`config.mk`:
```
export PLATFORM = sky130hd
export DESIGN_NAME = bcn_event_timer
export DESIGN_NICKNAME = d
export VERILOG_FILES = /design/src/rtl/bcn_pkg.sv /design/src/rtl/bcn_tsf_counter.sv /design/src/rtl/bcn_cmp_slot.sv /design/src/rtl/bcn_event_timer.sv
export SDC_FILE = /design/constraint.sdc
export NUM_CORES = 1
export LEC_CHECK = 0
export ABC_AREA = 1
export CELL_PAD_IN_SITES_DETAIL_PLACEMENT = 1
export CELL_PAD_IN_SITES_GLOBAL_PLACEMENT = 1
export CORE_MARGIN = 3
export CORE_UTILIZATION = 35
export DETAILED_ROUTE_END_ITERATION = 8
export PLACE_DENSITY_LB_ADDON = 0.08
export SLEW_MARGIN = 20
export SYNTH_ARGS = -nofsm -noshare
export SYNTH_HDL_FRONTEND = slang
export SYNTH_SLANG_ARGS = --single-unit
```
`constraint.sdc`:
```
create_clock -name clk -period 6.9 [get_ports clk]
set_input_delay 1.725 -clock clk [delete_from_list [all_inputs] [get_ports clk]]
set_output_delay 1.725 -clock clk [all_outputs]
set_load 0.02 [all_outputs]
```
`src/rtl/bcn_pkg.sv`:
```
package bcn_pkg;

  typedef enum logic [2:0] {
    ADDR_NEXT_BCN  = 3'd0,
    ADDR_DMA_ALERT = 3'd1,
    ADDR_SW_ALERT  = 3'd2,
    ADDR_WIN_END   = 3'd3,
    ADDR_CTRL      = 3'd4
  } bcn_addr_e;

  localparam int NUM_SLOTS = 4;

  // slots 1 and 2 count in eighths of a time unit
  function automatic bit slot_is_fine(input int idx);
    return (idx == 1) || (idx == 2);
  endfunction

endpackage

```
`src/rtl/bcn_tsf_counter.sv`:
```
module bcn_tsf_counter #(
  parameter int W = 32
) (
  input  logic         clk,
  input  logic         rst,
  input  logic         tick,
  input  logic         clr_req,
  output logic [W-1:0] tsf
);

  // power-up state; neither register is cleared by rst itself
  logic         tog_q = 1'b0;
  logic [W-1:0] cnt_q = '0;

  always_ff @(posedge clk) begin
    if (rst) begin
      if (tog_q) cnt_q <= '0;
    end else if (clr_req) begin
      cnt_q <= '0;
      tog_q <= ~tog_q;
    end else if (tick) begin
      cnt_q <= cnt_q + W'(1);
    end
  end

  assign tsf = cnt_q;

endmodule

```
`src/rtl/bcn_cmp_slot.sv`:
```
module bcn_cmp_slot #(
  parameter int CW    = 22,
  parameter int PER_W = 16,
  parameter int PS    = 0
) (
  input  logic             clk,
  input  logic             rst,
  input  logic [CW-1:0]    field,
  input  logic             load,
  input  logic [CW-1:0]    load_val,
  input  logic [PER_W-1:0] period,
  input  logic             arm,
  output logic             fire
);

  logic [CW-1:0] cmp_q;
  logic          hit;

  assign hit = arm && (field == cmp_q);

  always_ff @(posedge clk) begin
    if (rst) begin
      cmp_q <= '0;
      fire  <= 1'b0;
    end else begin
      fire <= hit;
      if (load)
        cmp_q <= load_val;
      else if (hit)
        cmp_q <= cmp_q + (CW'(period) << PS);
    end
  end

endmodule

```
`src/rtl/bcn_event_timer.sv`:
```
module bcn_event_timer
  import bcn_pkg::*;
#(
  parameter int TSF_W   = 32,
  parameter int TU_LOG2 = 10,
  parameter int PER_W   = 16,
  localparam int SUB_LOG2 = TU_LOG2 - 3,
  localparam int SUB_CW   = TSF_W - SUB_LOG2,
  localparam int WD_W     = (SUB_CW > PER_W + 2) ? SUB_CW : PER_W + 2
) (
  input  logic             clk,
  input  logic             rst,
  input  logic             tick,
  input  logic             wr_en,
  input  logic [2:0]       wr_addr,
  input  logic [WD_W-1:0]  wr_data,
  output logic [TSF_W-1:0] tsf_us,
  output logic             ev_tbtt,
  output logic             ev_dma_alert,
  output logic             ev_sw_alert,
  output logic             ev_win_end
);

  localparam int EN_BIT  = PER_W;
  localparam int CLR_BIT = PER_W + 1;
  localparam int TU_CW   = TSF_W - TU_LOG2;

  logic             ctrl_wr;
  logic             clr_req;
  logic [PER_W-1:0] per_q;
  logic             en_q;
  logic             bcn_nz_q;
  logic             arm;
  logic [NUM_SLOTS-1:0] fire_w;

  assign ctrl_wr = wr_en && (wr_addr == ADDR_CTRL);
  assign clr_req = ctrl_wr && wr_data[CLR_BIT];

  always_ff @(posedge clk) begin
    if (rst) begin
      per_q    <= '0;
      en_q     <= 1'b0;
      bcn_nz_q <= 1'b0;
    end else begin
      if (ctrl_wr) begin
        per_q <= wr_data[PER_W-1:0];
        en_q  <= wr_data[EN_BIT];
      end
      if (wr_en && (wr_addr == ADDR_NEXT_BCN))
        bcn_nz_q <= |wr_data[TU_CW-1:0];
    end
  end

  assign arm = en_q && bcn_nz_q && (per_q != '0);

  bcn_tsf_counter #(.W(TSF_W)) u_tsf (
    .clk     (clk),
    .rst     (rst),
    .tick    (tick),
    .clr_req (clr_req),
    .tsf     (tsf_us)
  );

  for (genvar g = 0; g < NUM_SLOTS; g++) begin : g_slot
    localparam int SH = slot_is_fine(g) ? SUB_LOG2 : TU_LOG2;
    localparam int CW = TSF_W - SH;
    localparam int PS = slot_is_fine(g) ? 3 : 0;

    bcn_cmp_slot #(.CW(CW), .PER_W(PER_W), .PS(PS)) u_slot (
      .clk      (clk),
      .rst      (rst),
      .field    (tsf_us[TSF_W-1:SH]),
      .load     (wr_en && (wr_addr == 3'(g))),
      .load_val (wr_data[CW-1:0]),
      .period   (per_q),
      .arm      (arm),
      .fire     (fire_w[g])
    );
  end

  assign ev_tbtt      = fire_w[0];
  assign ev_dma_alert = fire_w[1];
  assign ev_sw_alert  = fire_w[2];
  assign ev_win_end   = fire_w[3];

endmodule

```
# Word-level counts from Yosys, hierarchy flattened
# Cells that the tools add are included.
# totals
reg_bits	149
inputBits	32
out_inout_bits	36
word_cells	63
# op_classes
add_sub_neg	5
eq_ne	9
muxes	12
n_bitwise	2
reduce_logical	22
# op_table
cell	n
$mux W32	4
$mux W25	4
$mux W22	4
$add A25 B19 Y25	2
$eq A25 B25 Y1	2
$add A22 B16 Y22	2
$eq A22 B22 Y1	2
$add A32 B1 Y32 const B	1
$reduce_or A22 Y1	1
$reduce_bool A16 Y1	1
$logic_and A1 B1 Y1	12
$reduce_bool A2 Y1	4
$eq A3 B2 Y1 const B	2
$reduce_and A2 Y1	2
$eq A3 B1 Y1 const B	1
$eq A3 B3 Y1 const B	1
$logic_not A3 Y1	1
$reduce_bool A3 Y1	1
$ne A2 B1 Y1 const B	1
$not A1 Y1	2

# Logic depth before layout (Yosys ltp)
# Gate-level depths: netlist of the first run.
# logic_depth
depth_word	5
mapped_depth	15

# Hierarchy
# Synthesis of the first run repeated with hierarchy kept, for this count alone.
# hier_totals
hier_cells	2754
area_unflattened_um2	15388.5
# modules_own_cells
mod	instances	cells_each	area_per_inst_um2	seq_area_each_um2
bcn_cmp_slot (g_slot[1].u_slot ...)	2	627	3258.1	520.5
bcn_cmp_slot (g_slot[0].u_slot ...)	2	560	2974.1	460.4
bcn_tsf_counter	1	260	2074.5	991.0
bcn_event_timer	1	120	849.6	360.3

# Worst setup path after synthesis of the first run
# OpenSTA, ideal clock, no wires.
# synth_path
path_type	input-to-reg
startpoint	in wr_addr[0]
endpoint	reg u_tsf.cnt_q[0] (netlist: u_tsf.tsf[0]), enable pin
setup_time_ns	0.436
arrival_ns	4.169
slack_ns	2.295
stages	6
cell_sequence	nor2_1 inv_1 nor3_2 nand2_1 nand2_1 a2bb2oi_1
# synth_via
elab_chain_cells	5
# synth_rtl
item	line_no	text
start: declaration	bcn_event_timer.sv:15	input logic [2:0] wr_addr,
$eq A3 B3 Y1	bcn_event_timer.sv:36	assign ctrl_wr = wr_en && (wr_addr == ADDR_CTRL);
$logic_and A1 B1 Y1	bcn_event_timer.sv:36	
$logic_and A1 B1 Y1	bcn_event_timer.sv:37	assign clr_req = ctrl_wr && wr_data[CLR_BIT];
$reduce_bool A3 Y1 (no source line)	n/a	
$reduce_and A2 Y1 (no source line)	n/a	
end signal: assignment	bcn_tsf_counter.sv:22	cnt_q <= cnt_q + W'(1);
end: declaration	bcn_tsf_counter.sv:13	logic [W-1:0] cnt_q = '0;
# Every way passes these cells.
# A chain may end at the register's enable or synchronous reset.

# Worst setup path after layout of the first run
# layout_path
startpoint	in wr_en
endpoint	reg g_slot[0].u_slot.cmp_q[16]
# layout_via
elab_chain_cells	2
# layout_rtl
item	line_no	text
start: declaration	bcn_event_timer.sv:14	input logic wr_en,
$logic_and A1 B1 Y1 *	bcn_event_timer.sv:73	.load (wr_en && (wr_addr == 3'(g))),
$mux W22 / $reduce_bool A2 Y1 (equally long branches)	n/a	
end signal: assignment	bcn_cmp_slot.sv:28	cmp_q <= load_val;
end signal: assignment	bcn_cmp_slot.sv:30	cmp_q <= cmp_q + (CW'(period) << PS);
end: declaration	bcn_cmp_slot.sv:16	logic [CW-1:0] cmp_q;
# Every way passes the cells marked *; elsewhere a longest branch is shown, timed or not.

==> results.py, run 1 <==
metrics = {
    "place": {
        "place_hpwl_um": 52400,
        "io_buffers": 67,
        "dpl_worst_slack_ns": 2.14,
        "routabilityCongestion": 0.985,
    },
    "detailed_routing": {
        "drt_iter0_drc": 1362,
        "totalWireLength_um": 70300,
        "drt-pass1-iter-count": 5,
        "wl_per_cell_um": 22.8,
        "ant_nets": 0,
        "drc_errors": 0,
        "post_drt_via_cell_ratio": 5.49,
        "vias": 16900,
    },
    "yosys": {
        "syn_area_sq_um": 14200,
        "ys_ff_latch": 149,
        "synth_flop_cell": "dfxtp_1",
        "yosys_warnings": 0,
        "seq_area_frac_synth_pct": 23.3,
        "yosys.area.top_type": "nand2_1",
        "syn_area_per_cell_sq_um": 5.66,
        "syn_nets": 2606,
        "synth_edf_count": 33,
        "syn_inst": 2505,
        "synthArstFlopShare_pct": 0,
        "synth_top_area_share_pct": 25.9,
        "yosysUniqueCellTypes": 47,
        "synth_area_leaders": "nand2_1 (26%), dfxtp_1 (16%), inv_1 (7.4%), nor2_1 (7.1%), edfxtp_1 (7.0%)",
    },
    "sta": {
        "worst_slew_pin_slew_ns": 1.09,
        "maxSlewHeadroom_pct": 27.5,
        "finalCritPeriodShare_pct": 58.8,
        "period_minus_slack_ns": 4.06,
        "max_freq_ghz": 0.246,
        "fin_ws_ns": 2.84,
        "setup_viol": 0,
        "tns_ns": 0,
        "fin_skew_ns": 0.0179,
        "final_max_slew_viol_count": 0,
        "hold_viol_final": 0,
        "grt_setup_unrepaired": "no",
    },
    "floorplanning": {
        "start_util_pct": 35.6,
        "fp-row-count": 73,
        "die_y_um": 207,
        "ioPinCount": 68,
        "core_area_sq_um": 39900,
        "dieArea_sq_um": 43000,
        "die_w_um": 207,
    },
    "critical_path": {
        "path_buf_inv": 4,
        "cp_slowest_cell": "inv_1",
        "critPathMaxFanout": 28,
        "cp_top_family": "simple AND/OR/NAND/NOR gates",
        "path_cells": "clkdlybuf4s50_1 > inv_2 > nor2_1 > inv_2 > nor2_4 > inv_1 > nand4_1 > nor2_1 > nor2_1 > nor2_1",
        "cp_common_cell": "nor2_1",
        "endpoint_kind": "flop",
        "crit_arrival_ns": 4.38,
        "r2r_setup_slack_ns": 3.56,
        "slowest_delay_ns": 0.62,
        "path_class": "primary input to flop",
        "crit_path_start_kind": "primary input",
        "worst_ep_required_time_ns": 7.22,
    },
    "clock_network": {
        "tritoncts": "done",
        "root_buffer": "clkbuf_16",
        "numCtsBuffers": 17,
        "post-cts-setup-buffers": 0,
        "insertion_delay_ns": 0.50,
        "clk_pin_slew_worst_paths_ns": 0.07,
        "ctsResizeCount": 0,
        "postCtsHoldBufs": 0,
        "ctsHtreeMaxLevel": 4,
        "clockBufferDepth": 2,
        "clock_sinks": 149,
    },
    "global_route": {
        "grt_antenna_before_repair": 2,
        "grt_pass1_wl_um": 105000,
        "use_met1_pct": 41.3,
        "grt_pass1_vias": 16800,
        "use_met2_pct": 52.8,
        "grt_max_degree": 75,
        "track_usage_pct": 32.2,
        "top_usage_layer": "met2",
        "grt_overflow": 0,
        "grtUsageMet3_pct": 5.79,
    },
    "cells_and_area": {
        "nets": 2637,
        "layout.cells.most_common_list": "nand2_1 (980), inv_1 (280), nor2_1 (267)",
        "syn2layout_area_growth_pct": 12.4,
        "final_common_cell": "nand2_1",
        "drive_above_1_share_pct": 4.51,
    },
    "pwr": {
        "leakage_nw": 7.47,
        "peakVddDrop_uv": 160,
        "p_per_area_nw_per_um2": 154,
        "p_total_mw": 2.46,
    },
    "hold_path": {
        "hold_path.class": "flop to flop",
    },
    "status": {
        "outcome": "finished clean",
    },
    "flow_run": {
        "cap_violations": 0,
    },
}
where the power goes:
part / total, mW / switching (mW) / internal, mW
registers: 0.998 / 0.0795 / 0.919
clock network: 1.04 / 0.446 / 0.596
logic: 0.421 / 0.286 / 0.136
through the flow:
stage	instance area, sq um	hold WS [ns]	utilization (%)	cells
floorplan	14200	0.469	-	2505
global placement	15300	0.501	38.3	3041
detailed placement	15300	0.516	38.3	3041
CTS	15900	0.528	39.9	3072
global route	15900	0.552	39.9	3073
finish	15900	0.526	39.9	3077
metal layers:
metal / vias up / wire length (um)
met5: - / 13
met4: 2 / 3260
met3: 147 / 4730
met2: 611 / 32000
met1: 8092 / 30200
li1: 8039 / -
final timing paths:
| kind | endpoint | from | cells after the start |
|---|---|---|---|
| max | g_slot[0].u_slot.cmp_q[16] | wr_en | 10 |
| min reg2reg | g_slot[2].u_slot.cmp_q[5] | g_slot[2].u_slot.cmp_q[5] | 2 |
| max reg2reg | g_slot[2].u_slot.cmp_q[4] | u_tsf.tsf[17] | 10 |
| min | g_slot[2].u_slot.cmp_q[5] | g_slot[2].u_slot.cmp_q[5] | 2 |
worst min-delay path, stage by stage (launching register included):
cell,delay [ns]
dfxtp_1,0.33
nand3_1,0.09
a21oi_1,0.06
cells by family after synthesis:
kind of cell	after synthesis	share of synthesized area (%)
simple gates	1624	48.0
xor+xnor	51	3.15
buf+inv	383	10.8
fa+ha+maj	69	6.30
compound gates	229	8.41
flops	149	23.3
area by class of cell:
type | instances | area [sq um]
fill | 5484 | 24000
multi-input combinational | 1973 | 9370
sequential | 149 | 3310
inverter | 313 | 1180
timing repair buffer | 82 | 801
tap | 525 | 657
clock buffer | 19 | 464
clock inverter | 12 | 150
antenna | 4 | 10.0
cell usage after synthesis, drive strengths merged, types with 2 or more instances:
master  count
nor2      279
a21oi     138
and3        2
xnor2      38
edfxtp     33
nand3     191
xor2       13
nor4       15
o21bai      2
and2        4
buf        37
clkbuf     33
nand4      52
nand3b     25
o22ai       3
a31oi       3
nand2     985
ha         65
nor3b       6
nor3       52
or2        12
fa          4
inv       312
o21ai      78
dfxtp     116
state kept, by name (all words and copies together), names as in the netlist:
| name | cells |
|---|---|
| g_slot.u_slot.cmp_q | 94 |
| u_tsf.tsf | 32 |
| per_q | 16 |
| bcn_nz_q | 1 |
| u_tsf.tog_q | 1 |
| en_q | 1 |
| g_slot.u_slot.fire | 4 |
(Power assumes the default switching activity.)
==> run 2: changes to the inputs <==
clock period = 3.6 ns   (was 6.9 ns; I/O delays follow)
==> run 2 against run 1 <==
  * Clock power is 84% higher
  * Worst setup slack worse by 2.2 ns
  * Combinational power grew 100%
  * Critical endpoint is now tsf_us[16]
==> results.py, run 2 (same netlist as run 1, synthesis figures left out) <==
metrics = {
    "status": {
        "outcome": "finished clean",
    },
    "global_route": {
        "grt_antenna_before_repair": 0,
        "grt_overflow": 0,
        "grt_pass1_vias": 17000,
        "grt_pass1_wl_um": 103000,
        "track_usage_pct": 31.3,
        "grt_max_degree": 39,
    },
    "pwr": {
        "leakage_nw": 7.61,
        "p_total_mw": 4.65,
        "p_per_area_nw_per_um2": 288,
        "peakVddDrop_uv": 291,
    },
    "cells_and_area": {
        "utilization_pct": 40.5,
        "largest_reg_flops": 94,
        "nets": 2668,
        "fill_cells": 5535,
        "layout.cells.most_common_list": "nand2_1 (980), inv_1 (280), nor2_1 (267)",
        "syn2layout_area_growth_pct": 13.8,
        "drive_above_1_share_pct": 5.62,
        "largest_register": "g_slot.u_slot.cmp_q",
        "final_common_cell": "nand2_1",
        "n_antenna_cell": 0,
    },
    "critical_path": {
        "critPathMaxFanout": 6,
        "r2r_setup_slack_ns": 0.76,
        "crit_arrival_ns": 2.08,
        "r2r_start": "u_tsf.tsf[12]",
        "worst_ep_required_time_ns": 2.70,
        "path_class": "flop to output port",
        "r2r-end": "g_slot[1].u_slot.cmp_q[19]",
        "worstRegToRegCells": 12,
        "crit_path_start_kind": "flop",
        "critPathLaunch": "u_tsf.tsf[16]",
        "crit_end": "tsf_us[16]",
        "endpoint_kind": "output port",
    },
    "detailed_routing": {
        "drt_iter0_drc": 1334,
        "wl_per_cell_um": 22.1,
        "totalWireLength_um": 68600,
        "vias": 17000,
        "ant_nets": 0,
        "drc_errors": 0,
        "drt-pass1-iter-count": 5,
        "post_drt_via_cell_ratio": 5.46,
    },
    "sta": {
        "tns_ns": 0,
        "fin_skew_ns": 0.0161,
        "final_max_slew_viol_count": 0,
        "finalCritPeriodShare_pct": 82.7,
        "period_minus_slack_ns": 2.98,
        "setup_viol": 0,
        "fin_ws_ns": 0.624,
        "worst_slew_pin_slew_ns": 0.911,
        "grt_setup_unrepaired": "no",
        "maxSlewHeadroom_pct": 39.1,
        "hold_viol_final": 0,
        "max_freq_ghz": 0.336,
    },
    "flow_run": {
        "cap_violations": 0,
    },
    "floorplanning": {
        "dieArea_sq_um": 43000,
        "fp-row-count": 73,
        "ioPinCount": 68,
        "die_w_um": 207,
        "die_y_um": 207,
        "start_util_pct": 35.6,
        "core_area_sq_um": 39900,
    },
    "hold_path": {
        "whs_path_depth": 2,
        "hold_path.class": "flop to flop",
        "hp-start": "g_slot[3].u_slot.cmp_q[0]",
    },
    "clock_network": {
        "root_buffer": "clkbuf_16",
        "ctsResizeCount": 0,
        "clockBufferDepth": 2,
        "insertion_delay_ns": 0.46,
        "post-cts-setup-buffers": 0,
        "tritoncts": "done",
        "ctsHtreeMaxLevel": 4,
        "clk_pin_slew_worst_paths_ns": 0.07,
        "postCtsHoldBufs": 0,
        "clock_sinks": 149,
        "numCtsBuffers": 17,
    },
    "place": {
        "routabilityCongestion": 0.946,
        "place_hpwl_um": 53600,
        "io_buffers": 67,
        "dpl_worst_slack_ns": 0.459,
    },
}
## run 2: layout make-up
type                       count  area [sq um]  area share, %
clock inverter                11           121          0.751
timing repair buffer         113          1030           6.35
tap                          525           657           4.07
sequential                   149          3310           20.5
clock buffer                  21           483           2.99
inverter                     313          1180           7.28
multi-input combinational   1973          9370           58.0
## run 2: how the worst min path moves through the flow
| stage | end |
|---|---|
| 2_1_floorplan | g_slot[3].u_slot.cmp_q[7] |
| 3_3_place_gp | g_slot[3].u_slot.cmp_q[0] |
| 3_5_place_dp | g_slot[3].u_slot.cmp_q[0] |
| 4_1_cts | g_slot[3].u_slot.cmp_q[0] |
| 5_1_grt | g_slot[1].u_slot.cmp_q[5] |
| 6_report | g_slot[3].u_slot.cmp_q[0] |
## run 2: worst max-delay path, cell delays in order, from the launching register on
cell and delay, ns:
edfxtp_1 0.70, buf_4 0.29, clkdlybuf4s50_1 0.63
## run 2: where the power goes
group / switching, mW / leakage, nW / internal, mW / total [mW]
Clock: 0.812 / 0.290 / 1.10 / 1.91
Sequential: 0.117 / 1.28 / 1.76 / 1.88
Combinational: 0.583 / 6.04 / 0.278 / 0.861
Total: 1.51 / 7.61 / 3.14 / 4.65
## run 2: metrics by stage
step                      hold WS (ns)  std cells  area (sq um)
after floorplan                  0.469       2505         14200
after global placement           0.501       3073         15500
after detailed placement         0.519       3073         15500
after CTS                        0.522       3105         16200
after global routing             0.547       3105         16200
final                            0.529       3105         16200
## run 2: layer usage
layer | vias up | track usage (%) | routed length [um]
li1 | 8097 | - | -
met1 | 8222 | 41.7 | 30500
met2 | 518 | 51.8 | 31200
met3 | 118 | 3.93 | 3990
met4 | 0 | 12.4 | 2960
met5 | - | 0 | 0
